## config.mk

```make
export PLATFORM = sky130hd
export DESIGN_NAME = rd_leadoff_ctl
export DESIGN_NICKNAME = d
export VERILOG_FILES = /design/src/rtl/dlrd_pkg.sv /design/src/rtl/dlrd_policy_reg.sv /design/src/rtl/dlrd_age_tracker.sv /design/src/rtl/dlrd_hold_seq.sv /design/src/rtl/rd_leadoff_ctl.sv
export SDC_FILE = /design/constraint.sdc
export NUM_CORES = 1
export LEC_CHECK = 0
export BUFFER_PORTS_ARGS = -buffer_cell sky130_fd_sc_hd__buf_2
export CELL_PAD_IN_SITES_DETAIL_PLACEMENT = 1
export CELL_PAD_IN_SITES_GLOBAL_PLACEMENT = 2
export CORE_MARGIN = 1
export CORE_UTILIZATION = 21
export CTS_BUF_LIST = sky130_fd_sc_hd__clkbuf_4 sky130_fd_sc_hd__clkbuf_8 sky130_fd_sc_hd__clkbuf_16
export DETAILED_ROUTE_END_ITERATION = 16
export PLACE_DENSITY = 0.77
export SLEW_MARGIN = 20
export SYNTH_ARGS = -nofsm -noshare
export SYNTH_HDL_FRONTEND = slang
export SYNTH_SLANG_ARGS = --single-unit
export TNS_END_PERCENT = 100
```

## constraint.sdc

```tcl
create_clock -name clk -period 1.7 [get_ports clk]
set_input_delay 0 -clock clk [delete_from_list [all_inputs] [get_ports clk]]
set_output_delay 0 -clock clk [all_outputs]
set_load 0.01 [all_outputs]
```

## src/rtl/dlrd_pkg.sv

```systemverilog
package dlrd_pkg;

    localparam int unsigned POL_W      = 32;
    localparam int unsigned THR_LSB    = 8;
    localparam int unsigned THR_W      = 6;
    localparam int unsigned LAT_CAP    = 16;
    localparam logic [31:0] POL_RST    = 32'h0000_1200;

    typedef enum logic [0:0] {
        PH_IDLE = 1'b0,
        PH_HOLD = 1'b1
    } phase_e;

    typedef struct packed {
        logic grant;
        logic retry;
        logic hold;
    } resp_t;

    function automatic resp_t resp_none();
        resp_t r;
        r.grant = 1'b0;
        r.retry = 1'b0;
        r.hold  = 1'b0;
        return r;
    endfunction

    function automatic resp_t resp_make(input logic g, input logic r, input logic h);
        resp_t o;
        o.grant = g;
        o.retry = r;
        o.hold  = h;
        return o;
    endfunction

endpackage

```

## src/rtl/dlrd_policy_reg.sv

```systemverilog
module dlrd_policy_reg #(
    parameter int unsigned REG_W   = dlrd_pkg::POL_W,
    parameter int unsigned FLD_LSB = dlrd_pkg::THR_LSB,
    parameter int unsigned FLD_W   = dlrd_pkg::THR_W,
    parameter logic [REG_W-1:0] RST_VAL = REG_W'(dlrd_pkg::POL_RST)
) (
    input  logic             clk,
    input  logic             rst,
    input  logic             wr_en,
    input  logic [REG_W-1:0] wr_data,
    output logic [REG_W-1:0] rd_data,
    output logic [FLD_W-1:0] thr
);
    localparam int unsigned FLD_MSB = FLD_LSB + FLD_W - 1;

    logic [REG_W-1:0] bits;

    for (genvar b = 0; b < REG_W; b++) begin : g_bit
        if (b >= FLD_LSB && b <= FLD_MSB) begin : g_rw
            logic q;
            always_ff @(posedge clk) begin
                if (rst)        q <= RST_VAL[b];
                else if (wr_en) q <= wr_data[b];
            end
            assign bits[b] = q;
        end else begin : g_ro
            logic unused_wbit;
            assign unused_wbit = wr_data[b];
            assign bits[b]     = 1'b0;
        end
    end

    assign rd_data = bits;
    assign thr     = bits[FLD_LSB +: FLD_W];

endmodule

```

## src/rtl/dlrd_age_tracker.sv

```systemverilog
module dlrd_age_tracker #(
    parameter int unsigned AGE_W = dlrd_pkg::THR_W
) (
    input  logic             clk,
    input  logic             rst,
    input  logic             enq,
    input  logic             clr,
    input  logic [AGE_W-1:0] thr,
    output logic             past_thr
);
    localparam logic [AGE_W-1:0] AGE_MAX = {AGE_W{1'b1}};
    localparam logic [AGE_W-1:0] AGE_ONE = AGE_W'(1);

    logic             live_q;
    logic [AGE_W-1:0] age_q;

    always_ff @(posedge clk) begin
        if (rst) begin
            live_q <= 1'b0;
            age_q  <= '0;
        end else if (enq) begin
            live_q <= 1'b1;
            age_q  <= AGE_ONE;
        end else if (clr) begin
            live_q <= 1'b0;
            age_q  <= '0;
        end else if (live_q && age_q != AGE_MAX) begin
            age_q  <= age_q + AGE_ONE;
        end
    end

    assign past_thr = live_q && (thr != '0) && (age_q >= thr);

endmodule

```

## src/rtl/dlrd_hold_seq.sv

```systemverilog
module dlrd_hold_seq #(
    parameter int unsigned CAP = dlrd_pkg::LAT_CAP
) (
    input  logic            clk,
    input  logic            rst,
    input  logic            start,
    input  logic            data_rdy,
    input  logic            past_thr,
    output dlrd_pkg::resp_t resp,
    output logic            deliver
);
    import dlrd_pkg::*;

    localparam int unsigned LAT_W = $clog2(CAP);
    localparam logic [LAT_W-1:0] LAT_LAST = LAT_W'(CAP - 1);
    localparam logic [LAT_W-1:0] LAT_ONE  = LAT_W'(1);

    phase_e           ph_q, ph_d;
    logic [LAT_W-1:0] lat_q, lat_d;
    resp_t            resp_q, resp_d;

    always_comb begin
        ph_d   = ph_q;
        lat_d  = lat_q;
        resp_d = resp_none();
        unique case (ph_q)
            PH_IDLE: begin
                if (start) begin
                    if (data_rdy) begin
                        resp_d = resp_make(1'b1, 1'b0, 1'b0);
                    end else if (past_thr) begin
                        resp_d = resp_make(1'b0, 1'b0, 1'b1);
                        ph_d   = PH_HOLD;
                        lat_d  = LAT_ONE;
                    end else begin
                        resp_d = resp_make(1'b0, 1'b1, 1'b0);
                    end
                end
            end
            PH_HOLD: begin
                if (data_rdy) begin
                    resp_d = resp_make(1'b1, 1'b0, 1'b0);
                    ph_d   = PH_IDLE;
                    lat_d  = '0;
                end else if (lat_q == LAT_LAST) begin
                    resp_d = resp_make(1'b0, 1'b1, 1'b0);
                    ph_d   = PH_IDLE;
                    lat_d  = '0;
                end else begin
                    resp_d = resp_make(1'b0, 1'b0, 1'b1);
                    lat_d  = lat_q + LAT_ONE;
                end
            end
            default: begin
                ph_d  = PH_IDLE;
                lat_d = '0;
            end
        endcase
    end

    always_ff @(posedge clk) begin
        if (rst) begin
            ph_q   <= PH_IDLE;
            lat_q  <= '0;
            resp_q <= resp_none();
        end else begin
            ph_q   <= ph_d;
            lat_q  <= lat_d;
            resp_q <= resp_d;
        end
    end

    assign resp    = resp_q;
    assign deliver = resp_d.grant;

endmodule

```

## src/rtl/rd_leadoff_ctl.sv

```systemverilog
module rd_leadoff_ctl #(
    parameter int unsigned REG_W   = dlrd_pkg::POL_W,
    parameter int unsigned THR_LSB = dlrd_pkg::THR_LSB,
    parameter int unsigned THR_W   = dlrd_pkg::THR_W,
    parameter int unsigned LAT_CAP = dlrd_pkg::LAT_CAP,
    parameter logic [REG_W-1:0] REG_RST = REG_W'(dlrd_pkg::POL_RST)
) (
    input  logic             clk,
    input  logic             rst,
    input  logic             cfg_we,
    input  logic [REG_W-1:0] cfg_wdata,
    output logic [REG_W-1:0] cfg_rdata,
    input  logic             req_enq,
    input  logic             req_drop,
    input  logic             cpl_avail,
    input  logic             mst_start,
    output logic             trdy_go,
    output logic             stop_go,
    output logic             wait_req
);
    logic [THR_W-1:0] thr;
    logic             past_thr;
    logic             deliver;
    dlrd_pkg::resp_t  resp;

    dlrd_policy_reg #(
        .REG_W   (REG_W),
        .FLD_LSB (THR_LSB),
        .FLD_W   (THR_W),
        .RST_VAL (REG_RST)
    ) u_reg (
        .clk     (clk),
        .rst     (rst),
        .wr_en   (cfg_we),
        .wr_data (cfg_wdata),
        .rd_data (cfg_rdata),
        .thr     (thr)
    );

    dlrd_age_tracker #(
        .AGE_W (THR_W)
    ) u_age (
        .clk      (clk),
        .rst      (rst),
        .enq      (req_enq),
        .clr      (deliver | req_drop),
        .thr      (thr),
        .past_thr (past_thr)
    );

    dlrd_hold_seq #(
        .CAP (LAT_CAP)
    ) u_seq (
        .clk      (clk),
        .rst      (rst),
        .start    (mst_start),
        .data_rdy (cpl_avail),
        .past_thr (past_thr),
        .resp     (resp),
        .deliver  (deliver)
    );

    assign trdy_go  = resp.grant;
    assign stop_go  = resp.retry;
    assign wait_req = resp.hold;

endmodule

```

==> results.md, run 1 <==
- Max-slew violation count: 0
- Htree depth: 1
- Final GP Congestion: 0.728
- Pin count of the biggest net entering global routing: 13
- Worst Setup EP: u_seq.lat_q[1]
- Initial core utilization: 22.2%
- Status: finished with violations
- Reg clk slew, reported paths: 80 ps
- Failing checks: hold timing
- Tcrit/Tclk final: 96.1%
- Area growth, synth to finish: 23.0%
- Crit path from: u_age.age_q[0]
- Reg2Reg Depth: 7
- Initial DRT Pass Iterations: 4
- Worst setup EP type: register
- Worst hold path type: primary input to register
- Nets: 221
- DRC Markers: 0
- Buf+Inv Stages, Crit Path: 1
- Initial antenna violation count: 0
- Clk buf depth: 2
- Reg-to-reg startpoint: u_age.age_q[0]
- Min Hold Slack: -3.81 ps
- Post-DP HPWL: 2.13 mm
- Synth Area per Inst: 8.89 um^2
- Num CTS Buffers: 3
- Critical Path AT: 1790 ps
- Max-Cap Viols: 0
- Final antenna-violating net count: 0
- Flop2flop setup slack: 70 ps
- All-Layer GR Usage: 9.35%
- Max stage delay cell, worst path: dfxtp_2
- Seq. cell area: 408 um^2
- Area contributors post-synth: dfxtp_1, buf_4, ha_1, mux2i_1, nor2_1
- Core ar.: 0.00564 mm^2
- # diodes: 0
- I/O Pins: 74
- Worst Path Required: 1850 ps
- Final wirelength: 2.68 mm
- Buffers on Ports: 21
- Yosys top cell area share: 31.9%
- Area leader, netlist: dfxtp_1
- Crit-path max cell delay: 340 ps
- Peak supply drop: 0.000234 V
- Die height: 79.3 um
- Tot Pwr: 979 uW
- Skew final: 3.76 ps
- CTS tree: built
- First-pass GRT wire length: 4.56 mm
- Static Leakage: 0.000689 uW
- Crit-path cells: inv_2 > ha_4 > nand2b_4 > a21oi_2 > o221ai_2 > nand3b_1 > a32o_1
- Setup crit start kind: register
- Stages on the worst setup path: 7
- RSZ-0062 raised after global routing: true
- Avg WL per Cell: 11.0 um
- Post-Synthesis Cells: 141
- Power per Cell Area: 635 mW/mm^2
- Fmax: 612 MHz
- Distinct cells, synth: 34
- Sequential area share after synthesis: 31.9%
- Clk_lat worst skew: 260 ps
- CTS Root Cell: clkbuf_8
- Sink Count: 20
- Mapped Area: 0.00125 mm^2
- Fin. Hold Viols: 2
- Vias per cell: 4.00
- Reg2reg end: u_seq.lat_q[1]
- 1st-iter DRT viols: 24
- Asr flop ratio synth: 0%
- Number of synthesized flops with an enable pin: 0
- Die area: 0.00628 mm^2
- Setup TNS: 0 ps
- Global route overflow: 0
- Synth warn: 0
- CP top delay family: compound AO/OA/AOI/OAI gates
- Tmin final: 1630 ps
- Via count: 976
- Synthesized flop and latch total: 20
- Critical setup path kind: register to register
- Fill cells: 663
- CP max FO: 5
- Chip Width: 79.3 um
- FP Rows: 27
- Area occupied by multi-input gates: 729 um^2
- Setup violators final: 0
- Vias in the first global route: 996
- Top FF cell, synth: dfxtp_1
- Share of layout cells above drive strength 1: 34.9%
[flip-flops by register name, summed over array words and instances (netlist names)]
| register | count |
|---|---|
| u_age.age_q | 6 |
| u_seq.lat_q | 4 |
| u_age.live_q | 1 |
| u_seq.ph_q | 1 |
| u_reg.g_bit.g_rw.q | 6 |
| u_seq.resp | 2 |
[worst register-to-register path, stage by stage, from the launching register on]
cell      delay, ps
dfxtp_2         340
inv_2            50
ha_4            250
nand2b_4        110
a21oi_2          50
o221ai_2        200
nand3b_1        230
a32o_1          300
[cells in the mapped netlist (all sizes together), types with 2 or more instances]
| cell type | number |
|---|---|
| nand2 | 7 |
| a21oi | 4 |
| mux2i | 5 |
| o211ai | 2 |
| xnor2 | 2 |
| ha | 8 |
| clkbuf | 2 |
| nor2b | 2 |
| nand2b | 3 |
| buf | 32 |
| o21ai | 6 |
| xor2 | 3 |
| and3 | 2 |
| nand4 | 4 |
| inv | 10 |
| nor2 | 13 |
| a32o | 3 |
| dfxtp | 20 |
[kinds of logic (layout without fill, tap and decap cells)]
logic type	Yosys count	after routing	synth area share, %
buffers and inverters	44	50	22.8
AND/OR/NAND/NOR	37	37	16.4
AO/OA/AOI/OAI	21	21	13.2
flip-flops	20	20	31.9
adder cells (fa/ha/maj)	8	8	7.98
XOR/XNOR	5	5	3.49
multiplexers	5	5	3.99
other	1	26	0.299
[metal layers]
metal / routed length [um] / GRT usage (%) / up-vias
li1: - / - / 483
met1: 1250 / 11.3 / 456
met2: 1240 / 16.2 / 33
met3: 164 / 2.30 / 4
met4: 21 / 2.73 / 0
met5: 0 / 0 / -
[how the worst min path moves through the flow]
stage | startpoint | to | slack [ps] | cells past startpoint
global placement | cfg_wdata[9] | u_reg.g_bit[9].g_rw.q | 220 | 3
detailed placement | cfg_wdata[9] | u_reg.g_bit[9].g_rw.q | 230 | 3
finish | req_enq | u_age.live_q | -4 | 3
CTS | cfg_wdata[13] | u_reg.g_bit[13].g_rw.q | 4 | 3
global route | req_enq | u_age.age_q[0] | 40 | 3
floorplan | req_enq | u_age.age_q[0] | 120 | 2
[cell usage in the layout (no fill, tap or decap), types with 2 or more instances in the layout]
cell | Yosys | final
nand4_1 | 4 | 4
o21ai_0 | 6 | 6
nand2_1 | 7 | 7
clkbuf_8 | 0 | 3
a21oi_1 | 4 | 3
conb_1 | 1 | 26
nor2_1 | 13 | 13
inv_2 | 0 | 4
buf_2 | 0 | 21
inv_1 | 10 | 6
xor2_1 | 3 | 3
a32o_1 | 3 | 3
buf_4 | 32 | 12
ha_4 | 0 | 4
xnor2_1 | 2 | 2
dfxtp_2 | 0 | 6
dlygate4sd3_1 | 0 | 4
dfxtp_1 | 20 | 14
o211ai_1 | 2 | 2
ha_1 | 8 | 4
mux2i_1 | 5 | 5
[where the power goes]
group	total [uW]	switching (uW)	internal [uW]	leakage, uW
logic	170	96.9	72.8	0.000504
registers	493	8.38	485	0.000164
clock network	316	158	158	0.0000216
[through the flow]
stage / util, % / cells / setup WS, ps / hold WS (ps) / instance area, um^2
floorplan: - / 166 / 101 / 122 / 1350
global placement: 24.4 / 236 / -3.13 / 221 / 1380
detailed placement: 24.4 / 236 / -52.0 / 227 / 1380
CTS: 26.1 / 244 / -2.79 / 4.26 / 1470
global route: 27.3 / 244 / -25.3 / 42.3 / 1540
finish: 27.3 / 244 / 65.7 / -3.81 / 1540
[what timing repair did]
action	in CTS	in global routing
hold buffers	4	0
setup endpoints to repair	5	6
gates resized for setup	1	16
pin swaps	5	6
setup buffers	1	0
hold endpoints to repair	4	0
[final cells by class]
cell class | count | share of cell area, %
multi-input combinational | 102 | 47.3
tap | 72 | 5.84
timing repair buffer | 37 | 15.3
inverter | 10 | 2.44
clock buffer | 3 | 2.68
sequential | 20 | 26.5
Note: power is estimated with default switching activity, not from simulation.
==> run 2: changes to the inputs <==
==> constraint.sdc (replaced) <==
create_clock -name clk -period 1.7 [get_ports clk]
set_input_delay 0.51 -clock clk [delete_from_list [all_inputs] [get_ports clk]]
set_output_delay 0.51 -clock clk [all_outputs]
set_load 0.01 [all_outputs]
==> run 2 against run 1 <==
- the run now ends clean
- clock skew is 7.4 ps higher
- count of clock-buffer cells in the layout is 1 higher
- worst setup slack worse by 25 ps
- largest cell class unchanged
- critical endpoint unchanged
- hold slack improved by 470 ps
- largest power group unchanged
==> results.md, run 2 (synthesis results as in run 1) <==
- Hold depth: 3
- Combinational power share: 15.9%
- Commonest non-fill, non-tap cell in the layout: conb_1
- Clock share of power: 36.4%
- Area growth, synth to finish: 21.2%
- Core ar.: 0.00564 mm^2
- CTS tree: built
- Fin util: 26.9%
- Worst hold start: cfg_wdata[9]
- Die area: 0.00628 mm^2
- GR peak layer: met2
- Final wirelength: 2.73 mm
- CP max FO: 5
- Fill cells: 671
- Power per Cell Area: 680 mW/mm^2
- Sequential power share: 47.7%
- Worst setup EP type: register
- Nets: 218
- Static Leakage: 0.000687 uW
- Final GP Congestion: 0.717
- Min Hold Slack: 466 ps
- All-Layer GR Usage: 8.74%
- Initial antenna violation count: 0
- Inst Count DP: 238
- 1st-iter DRT viols: 45
- Hold buffers post-CTS: 0
- Clk buf depth: 2
- Met2 usage: 14.7%
- Sw Pwr: 275 uW
- Global route overflow: 0
- Critical setup path kind: register to register
- Share of layout cells above drive strength 1: 32.9%
- Clk_lat worst skew: 260 ps
- Skew final: 11.1 ps
- Commonest cells after routing, fill and taps aside: conb_1, buf_2, dfxtp_1
- Setup crit start kind: register
- Pin count of the biggest net entering global routing: 12
- Vias in the first global route: 908
- Reg2reg end: u_seq.lat_q[1]
- Flop2flop setup slack: 40 ps
- Hold EP: u_reg.g_bit[9].g_rw.q
- Tmin final: 1660 ps
- Worst Path Required: 1850 ps
- Largest registers: u_age.age_q (6), u_reg.g_bit.g_rw.q (6), u_seq.lat_q (4)
- Worst setup margin: 41.2 ps
- Tcrit/Tclk final: 97.6%
- Met1 usage: 11.2%
- Initial DRT Pass Iterations: 3
- Fmax: 603 MHz
- Setup TNS: 0 ps
- Setup WS pre-CTS: -61.9 ps
- Critical Path AT: 1810 ps
- RSZ-0062 raised after global routing: true
- Non-Filler Instances: 242
- Initial core utilization: 22.2%
- Via count: 934
- Switching power share of the total: 26.6%
- CTS Root Cell: clkbuf_8
- Chip Width: 79.3 um
- I/O Pins: 74
- Peak supply drop: 0.000378 V
- Setup violators final: 0
- Cell internal pwr: 758 uW
- Status: finished clean
- Reg2Reg Depth: 6
- Buffers on Ports: 21
- Reg clk slew, reported paths: 90 ps
- Htree depth: 1
- Num CTS Buffers: 3
- DRC Markers: 0
- # diodes: 0
- Avg WL per Cell: 11.3 um
- Die height: 79.3 um
- FP Rows: 27
- Met3 usage: 2.07%
- Max-slew violation count: 0
- Vias per cell: 3.86
- Reg-to-reg startpoint: u_reg.g_bit[12].g_rw.q
- Max-Cap Viols: 0
- Post-DP HPWL: 2.13 mm
- Fin. Hold Viols: 0
- Sink Count: 20
- Final antenna-violating net count: 0
- Setup bufs post-CTS: 0
- First-pass GRT wire length: 4.22 mm
- Worst hold path type: primary input to register
[run 2: critical path: stages (launching register included)]
cell	delay, ps
dfxtp_1	340
inv_1	80
ha_4	270
nand4_1	120
o221ai_2	210
nand3b_1	230
a32o_1	300
[run 2: final cells by class]
cell class	count	area, um^2	area share, %
clock buffer	4	55.1	3.62
inverter	10	37.5	2.47
multi-input combinational	102	729	48.0
sequential	20	404	26.6
tap	72	90.1	5.93
timing repair buffer	34	203	13.3
[run 2: power by group through the flow]
stage | logic [uW] | registers (uW) | clock network, uW
after floorplan | 142 | 504 | 0
after global placement | 144 | 501 | 0
after detailed placement | 148 | 502 | 0
after CTS | 150 | 491 | 385
after global routing | 185 | 495 | 405
final | 164 | 493 | 376
[run 2: metrics by stage]
step                      cell area [um^2]  power [uW]
after CTS                             1450        1030
after global routing                  1520        1080
after global placement                1390         645
final                                 1520        1030
after floorplan                       1350         647
after detailed placement              1390         650
[run 2: routing by layer]
metal  up-vias  part of all wire, %
li1        478                    -
met1       425                   47
met2        29                   47
met3         2                  5.0
met4         0                 0.69
met5         -                    0
[run 2: repair_timing]
action,in CTS,in global routing
endpoints found under the setup margin,5,5
resized for setup,1,10
pin swaps,4,6
[run 2: worst max path at each step]
stage                     slack, ps              startpoint        endpoint
after detailed placement        -60          u_age.age_q[0]  u_seq.lat_q[3]
after CTS                         2  u_reg.g_bit[11].g_rw.q  u_seq.lat_q[2]
after global placement           -7          u_age.age_q[0]  u_seq.lat_q[3]
after floorplan                 100          u_age.age_q[0]  u_seq.lat_q[3]
final                            40  u_reg.g_bit[12].g_rw.q  u_seq.lat_q[1]
after global routing            -70  u_reg.g_bit[12].g_rw.q  u_seq.lat_q[1]
==> run 3: changes to the inputs <==
--- a/config.mk
+++ b/config.mk
@@ -13,6 +13,7 @@
 export CTS_BUF_LIST = sky130_fd_sc_hd__clkbuf_4 sky130_fd_sc_hd__clkbuf_8 sky130_fd_sc_hd__clkbuf_16
 export DETAILED_ROUTE_END_ITERATION = 16
 export PLACE_DENSITY = 0.77
+export SETUP_SLACK_MARGIN = 0.4
 export SLEW_MARGIN = 20
 export SYNTH_ARGS = -nofsm -noshare
 export SYNTH_HDL_FRONTEND = slang
==> run 3 against run 2 <==
- worst setup slack better by 6.6 ps
- power increased by 3.0%
- sequential power down 0.8%
- highest routed layer is now met3
- final area increased by 13%
- non-clock buffer count grew 9
- clock power rose by 1%
- die area did not move
- sequential share of layout area shrank 2.0 points
==> results.md, run 3 (synthesis results as in run 1) <==
- Tcrit/Tclk final: 97.2%
- Clk_lat worst skew: 260 ps
- I/O Pins: 74
- Crit-path max cell delay: 340 ps
- Htree depth: 1
- Commonest cells after routing, fill and taps aside: conb_1, buf_2, buf_4
- Worst setup EP type: register
- Die height: 79.3 um
- Num CTS Buffers: 3
- Area growth, synth to finish: 37.0%
- RSZ-0062 raised after global routing: true
- Chip Width: 79.3 um
- Die area: 0.00628 mm^2
- Global route overflow: 0
- Initial DRT Pass Iterations: 4
- Commonest non-fill, non-tap cell in the layout: conb_1
- Tmin final: 1650 ps
- Critical Path AT: 1820 ps
- Worst setup margin: 47.8 ps
- Initial core utilization: 22.2%
- Reg2Reg Depth: 6
- Sink Count: 20
- Crit-path cells: inv_1 > ha_4 > nand4_1 > o221ai_2 > nand3b_1 > a32o_1
- Setup WS pre-CTS: -17.8 ps
- CTS Root Cell: clkbuf_8
- Peak supply drop: 0.000304 V
- Post-DP HPWL: 2.08 mm
- Final wirelength: 3.00 mm
- Vias in the first global route: 1022
- 1st-iter DRT viols: 13
- Critical setup path kind: register to register
- Share of layout cells above drive strength 1: 46.4%
- Worst Path Required: 1860 ps
- Clk buf depth: 2
- Via count: 1002
- Max stage delay cell, worst path: dfxtp_2
- Max-Cap Viols: 0
- Nets: 227
- # diodes: 0
- Skew final: 6.78 ps
- DRC Markers: 0
- First-pass GRT wire length: 4.53 mm
- Fin. Hold Viols: 0
- Fmax: 605 MHz
- Worst hold path type: primary input to register
- CP max FO: 5
- Max-slew violation count: 0
- CTS tree: built
- Power per Cell Area: 619 mW/mm^2
- All-Layer GR Usage: 9.23%
- Setup crit start kind: register
- Reg clk slew, reported paths: 80 ps
- Largest registers: u_age.age_q (6), u_reg.g_bit.g_rw.q (6), u_seq.lat_q (4)
- Final GP Congestion: 0.779
- Status: finished clean
- Static Leakage: 0.000753 uW
- Core ar.: 0.00564 mm^2
- FP Rows: 27
- Vias per cell: 3.99
- Hold depth: 3
- Pin count of the biggest net entering global routing: 13
- Hold buffers post-CTS: 0
- Final antenna-violating net count: 0
- Initial antenna violation count: 0
- Buffers on Ports: 21
- Setup TNS: 0 ps
- Avg WL per Cell: 12.0 um
- Setup violators final: 0
==> run 3: cell types whose count changed in the layout (fill, tap and decap cells not counted), moves of 4 or more <==
cell / previous run / this run
dfxtp_4: 0 / 4
buf_6: 0 / 11
dfxtp_1: 17 / 10
buf_2: 21 / 17
==> run 3: worst paths after layout <==
kind / slack (ps) / from / to
max: 50 / u_reg.g_bit[13].g_rw.q / u_seq.lat_q[1]
min: 470 / cfg_wdata[9] / u_reg.g_bit[9].g_rw.q
max reg2reg: 50 / u_reg.g_bit[13].g_rw.q / u_seq.lat_q[1]
min reg2reg: 530 / u_reg.g_bit[11].g_rw.q / u_reg.g_bit[11].g_rw.q
==> run 3: power breakdown <==
group	switching (uW)	internal [uW]	total, uW
clock	173	206	380
sequential	10.2	479	489
combinational	104	91.1	195
==> run 3: timing repair <==
item                                    CTS  global route
gates cloned                              0             0
buffers inserted                          6             6
pin swaps                                12            15
endpoints found under the setup margin   15            15
gates resized for setup                  24            18
==> run 3: routing by layer <==
metal / global-route usage [%] / share of wire (%) / up-vias
li1: - / - / 498
met3: 2.53 / 3.9 / 0
met5: 0 / 0 / -
met2: 16.8 / 55 / 29
met1: 10.8 / 41 / 475
met4: 1.64 / 0 / 0
==> run 3: per-stage QoR <==
step / hold WS [ps] / area, um^2 / util (%) / instances / power (uW)
after global routing: 494 / 1720 / 30.5 / 251 / 1120
after CTS: 461 / 1590 / 28.2 / 245 / 1060
after detailed placement: 515 / 1390 / 24.7 / 235 / 644
after global placement: 515 / 1390 / 24.7 / 235 / 642
final: 468 / 1720 / 30.5 / 251 / 1060
after floorplan: 480 / 1370 / - / 166 / 646
==> run 3: critical path: cells and delay by family, from the launching register on <==
family                     cells  cell delay [ps]
AOI/OAI and AO/OA              2              520
buffers and inverters          1               70
and+or+nand+nor                2              350
DFF                            1              340
adders and majority gates      1              270
==> run 3: final cells by class <==
cell class	instances	area, um^2
fill	670	3920
multi-input combinational	102	791
sequential	20	423
timing repair buffer	43	322
tap	72	90.1
clock buffer	4	55.1
inverter	10	37.5
